### src/rtl/nco_pkg.sv
package nco_pkg;

  // Number of increment bits that fall into slice k (0 if the slice is above the increment).
  function automatic int sliceIncBits(input int k, input int sliceW, input int incW);
    int lo;
    lo = k * sliceW;
    if (lo >= incW) return 0;
    if (incW - lo < sliceW) return incW - lo;
    return sliceW;
  endfunction

endpackage

### src/rtl/nco_delay.sv
module nco_delay #(
  parameter int W     = 8,
  parameter int DEPTH = 1
) (
  input  logic         clk,
  input  logic         rstN,
  input  logic [W-1:0] dataIn,
  output logic [W-1:0] dataOut
);
  logic [DEPTH-1:0][W-1:0] stage;

  always_ff @(posedge clk or negedge rstN) begin
    if (!rstN) begin
      stage <= '0;
    end else begin
      stage[0] <= dataIn;
      for (int i = 1; i < DEPTH; i++) stage[i] <= stage[i-1];
    end
  end

  assign dataOut = stage[DEPTH-1];
endmodule

### src/rtl/nco_add_slice.sv
module nco_add_slice #(
  parameter int W        = 8,
  parameter int INC_BITS = 8
) (
  input  logic                clk,
  input  logic                rstN,
  input  logic [INC_BITS-1:0] incIn,
  input  logic                carryIn,
  output logic [W-1:0]        sliceQ,
  output logic                carryQ
);
  logic [W:0] sum;

  always_comb sum = {1'b0, sliceQ} + (W+1)'(incIn) + (W+1)'(carryIn);

  always_ff @(posedge clk or negedge rstN) begin
    if (!rstN) begin
      sliceQ <= '0;
      carryQ <= 1'b0;
    end else begin
      sliceQ <= sum[W-1:0];
      carryQ <= sum[W];
    end
  end

  // a registered carry means the slice wrapped (did not grow)
  assert_wrap_carry_R4: assert property (@(posedge clk) disable iff (!rstN)
    carryQ |-> (sliceQ <= $past(sliceQ)));
  // no carry means the slice did not wrap
  assert_no_wrap_R4: assert property (@(posedge clk) disable iff (!rstN)
    !carryQ |-> (sliceQ >= $past(sliceQ)));
endmodule

### src/rtl/nco_inc_slice.sv
module nco_inc_slice #(
  parameter int W = 8
) (
  input  logic         clk,
  input  logic         rstN,
  input  logic         carryIn,
  output logic [W-1:0] sliceQ,
  output logic         carryQ
);
  always_ff @(posedge clk or negedge rstN) begin
    if (!rstN) begin
      sliceQ <= '0;
      carryQ <= 1'b0;
    end else begin
      sliceQ <= sliceQ + W'(carryIn);
      carryQ <= carryIn & (&sliceQ);
    end
  end

  // an upper slice changes only when the carry from below enabled it
  assert_enable_only_R6: assert property (@(posedge clk) disable iff (!rstN)
    (sliceQ != $past(sliceQ)) |-> $past(carryIn));
  // a carry out comes only from an all-ones slice rolling to zero
  assert_carry_rollover_R6: assert property (@(posedge clk) disable iff (!rstN)
    carryQ |-> (($past(sliceQ) == '1) && (sliceQ == '0)));
endmodule

### src/rtl/nco_carry_accum.sv
module nco_carry_accum #(
  parameter int PHASE_W = 32,
  parameter int SLICE_W = 8,
  parameter int INC_W   = 32
) (
  input  logic               clk,
  input  logic               rstN,
  input  logic [INC_W-1:0]   incWord,
  output logic               oscOut,
  output logic [PHASE_W-1:0] phaseOut
);
  localparam int NUM_SLICES = PHASE_W / SLICE_W;
  localparam int LAT        = NUM_SLICES - 1;
  localparam int CW         = $clog2(LAT + 2);

  logic [NUM_SLICES:0]                    carryChain;
  logic [NUM_SLICES-1:0][SLICE_W-1:0]     sliceVal;

  assign carryChain[0] = 1'b0;

  for (genvar k = 0; k < NUM_SLICES; k++) begin : g_slice
    localparam int LO = k * SLICE_W;
    localparam int NB = nco_pkg::sliceIncBits(k, SLICE_W, INC_W);

    if (NB > 0) begin : g_add
      logic [NB-1:0] incAligned;
      if (k == 0) begin : g_noskew
        assign incAligned = incWord[LO +: NB];
      end else begin : g_skew
        nco_delay #(.W(NB), .DEPTH(k)) u_skew (
          .clk(clk), .rstN(rstN), .dataIn(incWord[LO +: NB]), .dataOut(incAligned));
      end
      nco_add_slice #(.W(SLICE_W), .INC_BITS(NB)) u_slice (
        .clk(clk), .rstN(rstN), .incIn(incAligned), .carryIn(carryChain[k]),
        .sliceQ(sliceVal[k]), .carryQ(carryChain[k+1]));
    end else begin : g_inc
      nco_inc_slice #(.W(SLICE_W)) u_slice (
        .clk(clk), .rstN(rstN), .carryIn(carryChain[k]),
        .sliceQ(sliceVal[k]), .carryQ(carryChain[k+1]));
    end

    if (k == NUM_SLICES - 1) begin : g_top
      assign phaseOut[LO +: SLICE_W] = sliceVal[k];
    end else begin : g_deskew
      nco_delay #(.W(SLICE_W), .DEPTH(LAT - k)) u_deskew (
        .clk(clk), .rstN(rstN), .dataIn(sliceVal[k]), .dataOut(phaseOut[LO +: SLICE_W]));
    end
  end

  assign oscOut = phaseOut[PHASE_W-1];

  // Cycles since reset release, saturating just above the latency (assertion use)
  logic [CW-1:0] primeCnt;
  always_ff @(posedge clk or negedge rstN) begin
    if (!rstN)                       primeCnt <= '0;
    else if (primeCnt <= CW'(LAT))   primeCnt <= primeCnt + 1'b1;
  end

  // everything is clear while reset is held
  always @(posedge clk) begin
    if (!rstN) begin
      assert_reset_clear_R3: assert (phaseOut == '0 && carryChain == '0)
        else $error("phase or carries not clear in reset");
    end
  end

  // output stays zero until the pipeline has filled
  assert_prime_zero_R7: assert property (@(posedge clk) disable iff (!rstN)
    (primeCnt <= CW'(LAT)) |-> (phaseOut == '0));
endmodule

### config.mk
export PLATFORM = sky130hd
export DESIGN_NAME = nco_carry_accum
export DESIGN_NICKNAME = d
export VERILOG_FILES = /design/src/rtl/nco_pkg.sv /design/src/rtl/nco_delay.sv /design/src/rtl/nco_add_slice.sv /design/src/rtl/nco_inc_slice.sv /design/src/rtl/nco_carry_accum.sv
export SDC_FILE = /design/constraint.sdc
export NUM_CORES = 1
export LEC_CHECK = 0
export BUFFER_PORTS_ARGS = -buffer_cell sky130_fd_sc_hd__clkbuf_2
export CORE_MARGIN = 1
export CORE_UTILIZATION = 51
export CTS_CLUSTER_SIZE = 16
export DETAILED_ROUTE_END_ITERATION = 10
export GPL_ROUTABILITY_DRIVEN = 0
export PLACE_DENSITY = 0.75
export SLEW_MARGIN = 30
export SYNTH_ARGS = -nofsm -noshare
export SYNTH_HDL_FRONTEND = slang
export SYNTH_HIERARCHICAL = 1
export SYNTH_SLANG_ARGS = --single-unit
### constraint.sdc
create_clock -name clk -period 1.8 [get_ports clk]
set_input_delay 0.27 -clock clk [delete_from_list [all_inputs] [get_ports clk]]
set_output_delay 0.27 -clock clk [all_outputs]
set_load 0.05 [all_outputs]
==> results list, run 1 <==
* Cell Rows: 35
* Synthesis-to-layout area growth: 26.2%
- Total power for the finished layout comes to 12500 uW.
- Final number of hold-violating endpoints: 0
* Highest achievable clock rate: 566 MHz
- Global Route Usage Sum: 0.177
- Fillers: 659
- Total clock buffers created by CTS: 17
- The detail route stage leaves a number of antenna-violating nets equal to 0.
- Pin count of the biggest net entering global routing: 40
* Remaining global-route overflow: 0
- The endpoint identified for the worst register-to-register timing path is g_slice[1].g_add.u_slice/sliceQ[6].
- The largest single stage delay on the critical path is 0.41 ns.
- CTS built an H-tree with a depth of 4.
* Detailed-route via count: 2678
- Dividing the final minimum period by the clock period gives 0.981.
* Cell-internal power: 7840 uW
* Min-Delay Endpoint: g_slice[0].g_add.u_slice/sliceQ[0]
* Most common cell after layout, fill and taps aside: sky130_fd_sc_hd__dfrtp_1
- Root Driver: sky130_fd_sc_hd__clkbuf_8
* Worst r2r path cells: 5
- The worst setup path is launched from a register.
- For the final routed database, the setup TNS stands at 0 ns.
- Ports placed on the boundary: 67
* Sequential share of power: 0.356
- Clock network latency to the later pin of the worst-skew pair: 0.49 ns
- The count of buffers added on input and output ports is 66.
* Worst reg2reg startpoint: g_slice[1].g_add.g_skew.u_skew/dataOut[0]
- Setup slack of the most critical reg-to-reg path: 0.03 ns
- For this design the static power due to leakage is 0.00285 uW.
- Vertical die dimension: 99.4 um
* Number of global-route vias before repair: 2820
- Library cell appearing most often on the critical path: sky130_fd_sc_hd__fa_2
- In the routed design, unresolved DRC markers number 0.
- For this design the total switching power over the nets is 4680 uW.
- Mean area per synthesized cell: 14.9 um2
- The worst hold path belongs to the class input port to register.
- Worst vdd ir: 0.837 mV
- Among cell families on the critical path, the largest total delay comes from adder cells.
- The number of antenna violations at the first check in global routing was 0.
- In this run, the number of DRC markers left after iteration 0 of detailed routing was 57.
- First drt pass iteration count: 4
* Area of the die: 0.00989 mm2
- Status: finished clean
* Clock share of power: 0.270
* Worst Path Required: 2.21 ns
- The region available for standard cell placement spans 0.00924 mm2.
- At the pin with the least slew margin, the transition time is 0.546 ns.
- Setup repair after global routing could not meet its margin everywhere.
* Clock tree from TritonCTS: built
- Summed over all nets, the half-perimeter wirelength after detailed placement is 5010 um.
- CP bufs+invs: 0
- Final critical path time including I/O delays and setup: 1.77 ns
- The cell area that synthesis handed to floorplanning was 0.00484 mm2.
- Of the total power, combinational logic draws 0.373.
* Maximum buffer depth of the clock tree: 2
- Synth Net Count: 394
- Initial cell density of the core: 0.524
* Max-cap viol count: 0
- First-pass GRT wire length: 13000 um
- Nets@finish: 481
- STA classifies the critical path endpoint as a register.
* Arrival time at the worst endpoint: 2.18 ns
* Final clock skew: 0.00728 ns
* Clock slew seen by the registers of the worst setup and hold paths: 0.06 ns
* Critical path, cell by cell: fa_2 > fa_2 > a21oi_2 > o21a_1 > xnor2_2
* Count of clock tree sinks: 131
- Pwr dens: 2050 mW/mm2
- Total length of routed wires: 7540 um
- Worst-case hold slack: 0.106 ns
- Net Sw Frac: 0.374
- In this run the horizontal extent of the chip is 99.4 um.
- 0 antenna diodes ended up in the layout.
* Hold path startpoint: incWord[0]
* Worst Hold Path Cells: 2
- Counting every instance in the synthesized netlist gives 324.
- Proportion of layout cells with a drive suffix above 1: 0.311
- Setup violations remaining at the end of the flow were counted as 0.
- Using the TritonRoute via totals, the vias-per-cell ratio works out to 4.84.
- The largest individual stage delay along the critical path comes from the cell sky130_fd_sc_hd__fa_2.
- Leaving out fill and tap cells, the most frequent cells in the layout are 130 x sky130_fd_sc_hd__dfrtp_1, 65 x sky130_fd_sc_hd__clkbuf_2, 28 x sky130_fd_sc_hd__ha_1, 25 x sky130_fd_sc_hd__dlygate4sd3_1, 16 x sky130_fd_sc_hd__clkbuf_16.
- YS warnings: 6
- Worst slew margin relative to its limit: 0.636
- Maximum fanout along the worst path: 2
- Average routed wire per standard cell: 13.6 um
- Final-report max-slew violation count: 0
* Type of the worst setup path: register to register
## what timing repair did
action | CTS | global route
cloned | 0 | 0
endpoints found under the setup margin | 9 | 9
gates resized for setup | 7 | 8
hold buffers | 25 | 0
buffers inserted | 1 | 2
pin swaps | 9 | 6
hold endpoints to repair | 58 | 0
## registers in the layout, summed over array words and instances (netlist names)
register and cells:
g_slice.g_deskew.u_deskew/stage 24, g_slice.g_add.u_slice/carryQ 3, g_slice.g_add.g_skew.u_skew/dataOut 24, g_slice.g_add.u_slice/sliceQ 32, g_slice.g_deskew.u_deskew/dataOut 24, g_slice.g_add.g_skew.u_skew/stage 24
## area by class of cell
class	instances	area [um2]	share of cell area
sequential	131	3280	0.537
clock buffer	21	449	0.0735
inverter	12	45.0	0.00737
timing repair buffer	101	696	0.114
clock inverter	11	153	0.0250
tap	129	161	0.0264
multi-input combinational	148	1330	0.217
## metal layers
metal  global-route usage  up-vias  wire length [um]
met2                0.300       50              4160
met1                0.206     1348              3040
met4               0.0916        0               114
met5                    0        -                 0
met3               0.0506       10               221
li1                     -     1270                 -
## metrics by stage
| step | std cells | cell area (um2) | worst slack [ns] | utilization |
|---|---|---|---|---|
| 4_1_cts | 551 | 6070 | -0.0270 | 0.657 |
| 3_5_place_dp | 493 | 5190 | -0.112 | 0.562 |
| 3_3_place_gp | 493 | 5190 | -0.0287 | 0.562 |
| 6_report | 553 | 6110 | 0.0346 | 0.661 |
| 5_1_grt | 553 | 6110 | -0.0298 | 0.661 |
| 2_1_floorplan | 324 | 4850 | -0.00338 | - |
## power by group through the flow
| stage | logic, uW | registers (uW) | clock network, uW |
|---|---|---|---|
| 2_1_floorplan | 3130 | 5030 | 0 |
| 6_report | 4670 | 4460 | 3380 |
| 4_1_cts | 4590 | 4480 | 3460 |
| 3_5_place_dp | 4420 | 4530 | 0 |
| 5_1_grt | 5110 | 4580 | 3610 |
| 3_3_place_gp | 4270 | 4470 | 0 |
## worst max path at each step
stage / to / start / cells past startpoint / slack, ns
after global routing: g_slice[1].g_add.u_slice/sliceQ[6] / g_slice[1].g_add.g_skew.u_skew/dataOut[0] / 5 / -0.03
after CTS: g_slice[1].g_add.u_slice/sliceQ[6] / g_slice[1].g_add.u_slice/sliceQ[0] / 5 / -0.03
after floorplan: g_slice[3].g_add.u_slice/sliceQ[4] / g_slice[3].g_add.u_slice/sliceQ[0] / 5 / -0.003
after detailed placement: g_slice[0].g_add.u_slice/carryQ / incWord[0] / 6 / -0.11
final: g_slice[1].g_add.u_slice/sliceQ[6] / g_slice[1].g_add.g_skew.u_skew/dataOut[0] / 5 / 0.03
after global placement: g_slice[1].g_add.u_slice/carryQ / g_slice[1].g_add.g_skew.u_skew/dataOut[0] / 5 / -0.03
No activity file was read; power rests on OpenSTA's default activity.
==> inputs of run 2 (changes only) <==
- ABC_AREA: default -> 1
==> run 2 against run 1 <==
Sequential share of layout area decreased by 0.86 points. Register-to-register slack improved by 0.02 ns. Synthesized cell count is 22% higher. Worst setup slack better by 0.019 ns. Global-route usage down 1.4 points. Cell count grew 12%. Clock-buffer cell count down 3.
==> results list, run 2 <==
* Average routed wire per standard cell: 11.9 um (was 13.6 um)
- First drt pass iteration count: 4 (unchanged)
- The final layout net count is 549 (was 481).
- Synthesis-to-layout area growth: 23.9% (was 26.2%)
- Placed cell count: 561 (was 493)
- Final cycle utilization of the critical path: 0.970 (was 0.981)
* Violation count after the first detailed-route iteration: 42 (was 57)
- The kind of cell with the highest combined delay on the critical path is adder cells (unchanged).
* Detailed placer's ending HPWL: 5100 um (was 5010 um)
- Global Route Usage Sum: 0.163 (was 0.177)
- Worst reg2reg startpoint: g_slice[2].g_add.u_slice/sliceQ[0] (was g_slice[1].g_add.g_skew.u_skew/dataOut[0])
- Largest register by flop count: g_slice.g_add.u_slice/sliceQ (unchanged)
* Pin count of the biggest net entering global routing: 48 (was 40)
- The clock-pin slew on the worst setup and hold paths is 0.06 ns (about the same).
- The largest clock skew in the final design is 0.0145 ns (was 0.00728 ns).
- Critical path's slowest cell: sky130_fd_sc_hd__fa_2 (unchanged)
- Total standard cell area after synthesis: 0.00501 mm2 (was 0.00484 mm2)
- Maximum buffer depth of the clock tree: 2 (unchanged)
- Finished Layout Cells: 621 (was 553)
- Worst vdd ir: 0.797 mV (was 0.837 mV)
* Count of clock tree sinks: 131 (unchanged)
- The clock insertion delay at the later pin of the skew report is 0.50 ns (was 0.49 ns).
* Type of the worst setup path: register to register (unchanged)
- Count of nets left with antenna violations after detail routing: 0 (unchanged)
- Total length of routed wires: 7410 um (was 7540 um)
- The total number of vias is 2775 (was 2678).
- CP endpoint kind: register (unchanged)
* Element type at the critical path start: register (unchanged)
- Tightest Hold Check Type: input port to register (unchanged)
* Number of port buffers: 66 (unchanged)
- Highest achievable clock rate: 573 MHz (was 566 MHz)
* Worst r2r path cells: 8 (was 5)
- Initial antenna violation count: 0 (unchanged)
- Total design power: 12500 uW (about the same)
* Root Driver: sky130_fd_sc_hd__clkbuf_8 (unchanged)
* Final-report max-slew violation count: 0 (unchanged)
- CP bufs+invs: 0 (unchanged)
- Placement Setup Slack: -0.0372 ns (was -0.112 ns)
- Horiz. Die Dim: 101 um (was 99.4 um)
- The internal reg-to-reg setup slack is 0.05 ns (was 0.03 ns).
- Max-cap viol count: 0 (unchanged)
- Worst Path Required: 2.18 ns (was 2.21 ns)
- Inserted Diodes: 0 (unchanged)
- Mean area per synthesized cell: 12.7 um2 (was 14.9 um2)
* Number of global-route vias before repair: 2840 (was 2820)
- The cell row count is 35 (unchanged).
- The leakage power summed over all cells was 0.00316 uW (was 0.00285 uW).
- The flip-flop count of the largest register after layout came to 32 (unchanged).
- The power density over the cells was 2010 mW/mm2 (was 2050 mW/mm2).
- The arrival time of data at the critical path endpoint is 2.12 ns (was 2.18 ns).
- The final critical delay including setup and external delays came to 1.75 ns (was 1.77 ns).
* Min-Delay Endpoint: g_slice[0].g_add.u_slice/carryQ (was g_slice[0].g_add.u_slice/sliceQ[0])
- RSZ-0062 raised after global routing: true (unchanged).
* Area of the die: 0.0102 mm2 (was 0.00989 mm2)
- Maximum fanout along the worst path: 2 (unchanged)
- The most common cell after layout, fill and taps aside is sky130_fd_sc_hd__dfrtp_1 (unchanged).
- Clock tree from TritonCTS: built (unchanged)
- The number of endpoints with negative hold slack in the final report is 0 (unchanged).
* Drt via density: 4.47 (was 4.84)
- Final routed DRC violation total: 0 (unchanged)
* Stages on the worst setup path: 8 (was 5)
* Most used cells in the layout excluding fill and tap cells: 130 x sky130_fd_sc_hd__dfrtp_1, 82 x sky130_fd_sc_hd__nand2_1, 65 x sky130_fd_sc_hd__clkbuf_2, 31 x sky130_fd_sc_hd__inv_1, 28 x sky130_fd_sc_hd__ha_1 (was 130 x sky130_fd_sc_hd__dfrtp_1, 65 x sky130_fd_sc_hd__clkbuf_2, 28 x sky130_fd_sc_hd__ha_1, 25 x sky130_fd_sc_hd__dlygate4sd3_1, 16 x sky130_fd_sc_hd__clkbuf_16)
- Proportion of layout cells with a drive suffix above 1: 0.297 (was 0.311)
- Number of levels in the clock H-tree: 4 (unchanged)
* Worst-case hold slack: 0.112 ns (was 0.106 ns)
* Initial cell density of the core: 0.535 (was 0.524)
* Remaining global-route overflow: 0 (unchanged)
- Crit path setup slack, layout: 0.0537 ns (was 0.0346 ns)
- The cell occurring most often along the worst timing path was sky130_fd_sc_hd__nand2_2 (was sky130_fd_sc_hd__fa_2).
- Critical path, cell by cell: fa_2 > fa_2 > nand2_2 > nand2_2 > nand3b_4 > nand2_2 > nand2_1 > nand2_1 (was fa_2 > fa_2 > a21oi_2 > o21a_1 > xnor2_2)
* Status: finished clean (unchanged)
- YS warnings: 6 (unchanged)
- Final count of negative-setup-slack endpoints: 0 (unchanged)
- The capture instance of the worst register-to-register path was g_slice[2].g_add.u_slice/carryQ (was g_slice[1].g_add.u_slice/sliceQ[6]).
* Fillers: 740 (was 659)
- Cells after synthesis: 396 (was 324)
- The delay of the slowest cell on the worst path was 0.43 ns (was 0.41 ns).
- Synth Net Count: 466 (was 394)
- The startpoint of the lowest-slack hold path was incWord[7] (was incWord[0]).
- The number of placed I/O pins is 67 (unchanged).
- First-pass GRT wire length: 12500 um (was 13000 um)
- The floorplan core area was 0.00937 mm2 (was 0.00924 mm2).
- The die extent in y was 101 um (was 99.4 um).
* Worst Hold Path Cells: 4 (was 2)
- Total clock buffers created by CTS: 17 (unchanged)
==> run 2: changes by cell type in the layout (fill, tap and decap cells not counted), moves of 5 or more <==
cell	delta
sky130_fd_sc_hd__a21o_1	-8
sky130_fd_sc_hd__a21oi_2	-6
sky130_fd_sc_hd__a311o_1	-8
sky130_fd_sc_hd__inv_1	+23
sky130_fd_sc_hd__inv_6	+5
sky130_fd_sc_hd__nand2_1	+74
sky130_fd_sc_hd__nand2_2	+15
sky130_fd_sc_hd__nand3_1	+5
sky130_fd_sc_hd__nor2_1	+8
sky130_fd_sc_hd__nor2b_1	-5
sky130_fd_sc_hd__nor3_1	-5
sky130_fd_sc_hd__or2_4	+6
==> run 2: worst register-to-register path: stages, from the launching register on <==
cell and delay, ns:
sky130_fd_sc_hd__dfrtp_1 0.41, sky130_fd_sc_hd__fa_2 0.43, sky130_fd_sc_hd__fa_2 0.41, sky130_fd_sc_hd__nand2_2 0.07, sky130_fd_sc_hd__nand2_2 0.07, sky130_fd_sc_hd__nand3b_4 0.08, sky130_fd_sc_hd__nand2_2 0.05, sky130_fd_sc_hd__nand2_1 0.06
sky130_fd_sc_hd__nand2_1 0.04
==> run 2: where the power goes <==
part	switching (uW)	leakage [uW]	total, uW	internal (uW)
registers	448	0.00154	4440	3990
logic	3140	0.00134	4710	1570
clock network	1310	0.000284	3360	2050
==> run 2: how the worst max path moves through the flow <==
stage	slack, ns	start	endpoint
after global placement	0.02	incWord[0]	g_slice[0].g_add.u_slice/carryQ
after detailed placement	-0.04	g_slice[3].g_add.g_skew.u_skew/dataOut[0]	g_slice[3].g_add.u_slice/sliceQ[6]
after global routing	-0.02	g_slice[2].g_add.u_slice/sliceQ[0]	g_slice[2].g_add.u_slice/carryQ
after floorplan	-0.01	g_slice[3].g_add.u_slice/sliceQ[0]	g_slice[3].g_add.u_slice/sliceQ[6]
final	0.05	g_slice[2].g_add.u_slice/sliceQ[0]	g_slice[2].g_add.u_slice/carryQ
after CTS	0.006	g_slice[2].g_add.g_skew.u_skew/dataOut[0]	g_slice[2].g_add.u_slice/carryQ
==> run 2: layer usage <==
metal / routed length [um] / vias up / track usage
li1: - / 1380 / -
met1: 3150 / 1350 / 0.192
met2: 4010 / 39 / 0.289
met3: 162 / 6 / 0.0380
met4: 80 / 0 / 0.0669
met5: 0 / - / 0
==> run 2: final cells by class <==
cell class	count	area, um2	share of cell area
multi-input cells	199	1400	0.225
clock inverters	14	166	0.0268
well taps	129	161	0.0260
clock buffers	18	428	0.0689
repair buffers	97	653	0.105
flip-flops and latches	131	3280	0.528
inverters	33	124	0.0199
==> run 2: what timing repair did <==
action / 4_1_cts / 5_1_grt
gates cloned: 0 / 0
gates resized for setup: 2 / 11
hold endpoints to repair: 51 / 0
setup buffers: 0 / 3
pin swaps: 0 / 7
endpoints found under the setup margin: 3 / 9
hold buffers: 25 / 0
==> run 2: stage by stage <==
step / area (um2) / TNS [ns] / utilization
2_1_floorplan: 5020 / -0.0140 / -
3_3_place_gp: 5310 / 0 / 0.567
4_1_cts: 6160 / 0 / 0.657
5_1_grt: 6210 / -0.0325 / 0.663
3_5_place_dp: 5310 / -0.0801 / 0.567
6_report: 6210 / 0 / 0.663
==> inputs of run 3 (changes only) <==
- CORE_ASPECT_RATIO: default -> 0.7
==> run 3 against run 2 <==
Sequential cell count unchanged. Combinational power shrank 0.8%. Sequential power is essentially flat. Clock power down 3%. Clock-buffer cell count is 4 higher. Critical path depth is the same. Worst setup slack improved by 0.032 ns. Cell count down 1.1%. Critical path type unchanged. Largest cell class unchanged. Highest routed layer unchanged.
==> results list, run 3 (synthesis results as in run 2) <==
* Accumulated negative setup slack: 0 ns (unchanged)
* Final critical path time including I/O delays and setup: 1.71 ns (was 1.75 ns)
- Hold path startpoint: incWord[0] (was incWord[7])
* Library cell appearing most often on the critical path: sky130_fd_sc_hd__nand2_1 (was sky130_fd_sc_hd__nand2_2)
- Count of clock tree sinks: 131 (unchanged)
- The flip-flop count of the largest register after layout came to 32 (unchanged).
* First-pass GRT wire length: 13500 um (was 12500 um)
* Maximum buffer depth of the clock tree: 2 (unchanged)
- The capture instance of the worst register-to-register path was g_slice[2].g_add.u_slice/sliceQ[6] (was g_slice[2].g_add.u_slice/carryQ).
- Type of the worst setup path: register to register (unchanged)
- The total global-route track usage came to 0.179 (was 0.163).
- The routed wirelength normalized by instance count was 12.5 um (was 11.9 um).
* Worst reg2reg startpoint: g_slice[1].g_add.u_slice/carryQ (was g_slice[2].g_add.u_slice/sliceQ[0])
- Leakage Power: 0.00314 uW (was 0.00316 uW)
- RSZ-0062 raised after global routing: false (was true).
* Pwr dens: 2010 mW/mm2 (about the same)
- Setup slack of the most critical reg-to-reg path: 0.09 ns (was 0.05 ns)
- The detailed-routing iteration count for the pre-antenna-repair pass was 4 (unchanged).
* Clock slew seen by the registers of the worst setup and hold paths: 0.05 ns (was 0.06 ns)
- The slack of the critical path came to 0.0858 ns (was 0.0537 ns).
- The count of final setup violators was 0 (unchanged).
* Clock tree from TritonCTS: built (unchanged)
* Initial cell density of the core: 0.540 (was 0.535)
* Critical path, cell by cell: fa_2 > fa_2 > nand2_2 > nand2_4 > nand3b_4 > nand2_1 > nand2_1 > nand2_1 (was fa_2 > fa_2 > nand2_2 > nand2_2 > nand3b_4 > nand2_2 > nand2_1 > nand2_1)
- The fraction of layout instances using a drive strength above 1 came to 0.280 (was 0.297).
- The total congestion overflow after global routing came to 0 (unchanged).
* Cell Rows: 29 (was 35)
* Maximum fanout along the worst path: 2 (unchanged)
* Horiz. Die Dim: 121 um (was 101 um)
* Drt via density: 4.46 (was 4.47)
- Final-report max-slew violation count: 0 (unchanged)
- The area of the die came to 0.0102 mm2 (about the same).
- The count of H-tree levels built during CTS is 4 (unchanged).
* Final number of hold-violating endpoints: 0 (unchanged)
- Min-Delay Endpoint: g_slice[0].g_add.u_slice/sliceQ[0] (was g_slice[0].g_add.u_slice/carryQ)
- The largest clock skew in the final design came to 0.00641 ns (was 0.0145 ns).
- Root Driver: sky130_fd_sc_hd__clkbuf_16 (was sky130_fd_sc_hd__clkbuf_8)
- Most used cells in the layout excluding fill and tap cells: 130 x sky130_fd_sc_hd__dfrtp_1, 86 x sky130_fd_sc_hd__nand2_1, 65 x sky130_fd_sc_hd__clkbuf_2, 31 x sky130_fd_sc_hd__inv_1, 28 x sky130_fd_sc_hd__ha_1 (was 130 x sky130_fd_sc_hd__dfrtp_1, 82 x sky130_fd_sc_hd__nand2_1, 65 x sky130_fd_sc_hd__clkbuf_2, 31 x sky130_fd_sc_hd__inv_1, 28 x sky130_fd_sc_hd__ha_1).
* Pin count of the biggest net entering global routing: 57 (was 48)
* Worst Path Required: 2.09 ns (was 2.18 ns)
- The pre-CTS setup slack was -0.0315 ns (was -0.0372 ns).
* Number of global-route vias before repair: 2963 (was 2840)
- Largest register by flop count: g_slice.g_add.u_slice/sliceQ (unchanged)
- Cell area after placement: 0.00531 mm2 (about the same)
- Tightest Hold Check Type: input port to register (unchanged)
- The count of fill cells added during filler insertion came to 695 (was 740).
* Critical path's slowest cell: sky130_fd_sc_hd__fa_2 (unchanged)
- Inserted Diodes: 0 (unchanged)
- Initial antenna violation count: 0 (unchanged)
* Max stage delay on crit path: 0.42 ns (was 0.43 ns)
- Area taken by flip-flops and latches: 0.00328 mm2 (unchanged)
- The iteration-0 DRC count of the detailed router was 131 (was 42).
- Most common cell after layout, fill and taps aside: sky130_fd_sc_hd__dfrtp_1 (unchanged)
- Worst Hold Path Cells: 2 (was 4)
- The detailed-route DRC error count came to 0 (unchanged).
- Number of port buffers: 66 (unchanged)
* Max-cap viol count: 0 (unchanged)
- Highest achievable clock rate: 583 MHz (was 573 MHz)
* Status: finished clean (unchanged)
- The TritonCTS buffer count came to 17 (unchanged).
- Total length of routed wires: 7690 um (was 7410 um)
* Vertical die dimension: 85.0 um (was 101 um)
- Nets@finish: 547 (was 549)
* Element type at the critical path start: register (unchanged)
* Count of nets left with antenna violations after detail routing: 0 (unchanged)
* Detailed-route via count: 2738 (was 2775)
- Final cycle utilization of the critical path: 0.952 (was 0.970)
* Worst vdd ir: 0.822 mV (was 0.797 mV)
* Synthesis-to-layout area growth: 22.9% (was 23.9%)
- Clock network latency to the later pin of the worst-skew pair: 0.40 ns (was 0.50 ns)
- CP endpoint kind: register (unchanged)
- Detailed placer's ending HPWL: 5290 um (was 5100 um)
- The number of placed I/O pins is 67 (unchanged).
- Area of combinational cells with multiple inputs: 0.00139 mm2 (was 0.00140 mm2)
* Arrival time at the worst endpoint: 2.00 ns (was 2.12 ns)
- The floorplan core area is 0.00929 mm2 (was 0.00937 mm2).
- Design Area, Final: 0.00616 mm2 (was 0.00621 mm2)
- The depth of the worst register-to-register path is 8 (unchanged).
## run 3: cell count changes in the layout (fill, tap and decap cells not counted), sizes merged
cell	previous run	this run
clkbuf	83	87
clkinv	1	5
inv	41	33
buf	7	5
## run 3: stage by stage
step                instances  power (uW)   util  hold slack (ns)
detailed placement        556        9080  0.571            0.203
global route              614       13200  0.663            0.199
CTS                       613       12500  0.661            0.144
global placement          556        8860  0.571            0.195
floorplan                 396        8280      -          -0.0256
finish                    614       12400  0.663            0.194
## run 3: where the power goes
group	leakage, uW	total, uW	internal, uW	switching [uW]
combinational	0.00133	4670	1540	3130
sequential	0.00154	4470	3990	480
clock	0.000276	3260	2100	1170
## run 3: critical path: cells and delay by family, from the launching register on
kind                       cells  cell delay (ns)
and+or+nand+nor                6             0.42
DFF                            1             0.38
adders and majority gates      2             0.79
## run 3: repair_timing
action	in CTS	in global routing
gates resized for setup	5	5
pin swaps	0	1
setup buffers	0	1
endpoints found under the setup margin	6	7
hold buffers	25	0
hold endpoints to repair	46	0
## run 3: worst max path at each step
stage	from	to	slack, ns	depth (start not counted)
after floorplan	g_slice[3].g_add.u_slice/sliceQ[0]	g_slice[3].g_add.u_slice/sliceQ[6]	-0.01	8
final	g_slice[1].g_add.u_slice/carryQ	g_slice[2].g_add.u_slice/sliceQ[6]	0.09	8
after global placement	incWord[0]	g_slice[0].g_add.u_slice/carryQ	0.02	9
after global routing	g_slice[1].g_add.u_slice/carryQ	g_slice[2].g_add.u_slice/sliceQ[6]	0.0005	8
after CTS	g_slice[2].g_add.g_skew.u_skew/dataOut[0]	g_slice[2].g_add.u_slice/sliceQ[6]	0.03	8
after detailed placement	g_slice[1].g_add.g_skew.u_skew/dataOut[0]	g_slice[1].g_add.u_slice/sliceQ[6]	-0.03	8
## run 3: per-layer routing
metal	vias up	global-route usage	share of wire
met5	-	0	0
met4	0	0.119	0.025
met3	18	0.0430	0.024
met2	44	0.288	0.50
met1	1302	0.217	0.45
li1	1374	-	-
## run 3: layout make-up
| type | count | area share |
|---|---|---|
| sequential | 131 | 0.532 |
| multi-input combinational | 199 | 0.226 |
| timing repair buffer | 95 | 0.104 |
| clock buffer | 22 | 0.0753 |
| tap | 124 | 0.0252 |
| inverter | 33 | 0.0201 |
| clock inverter | 10 | 0.0175 |
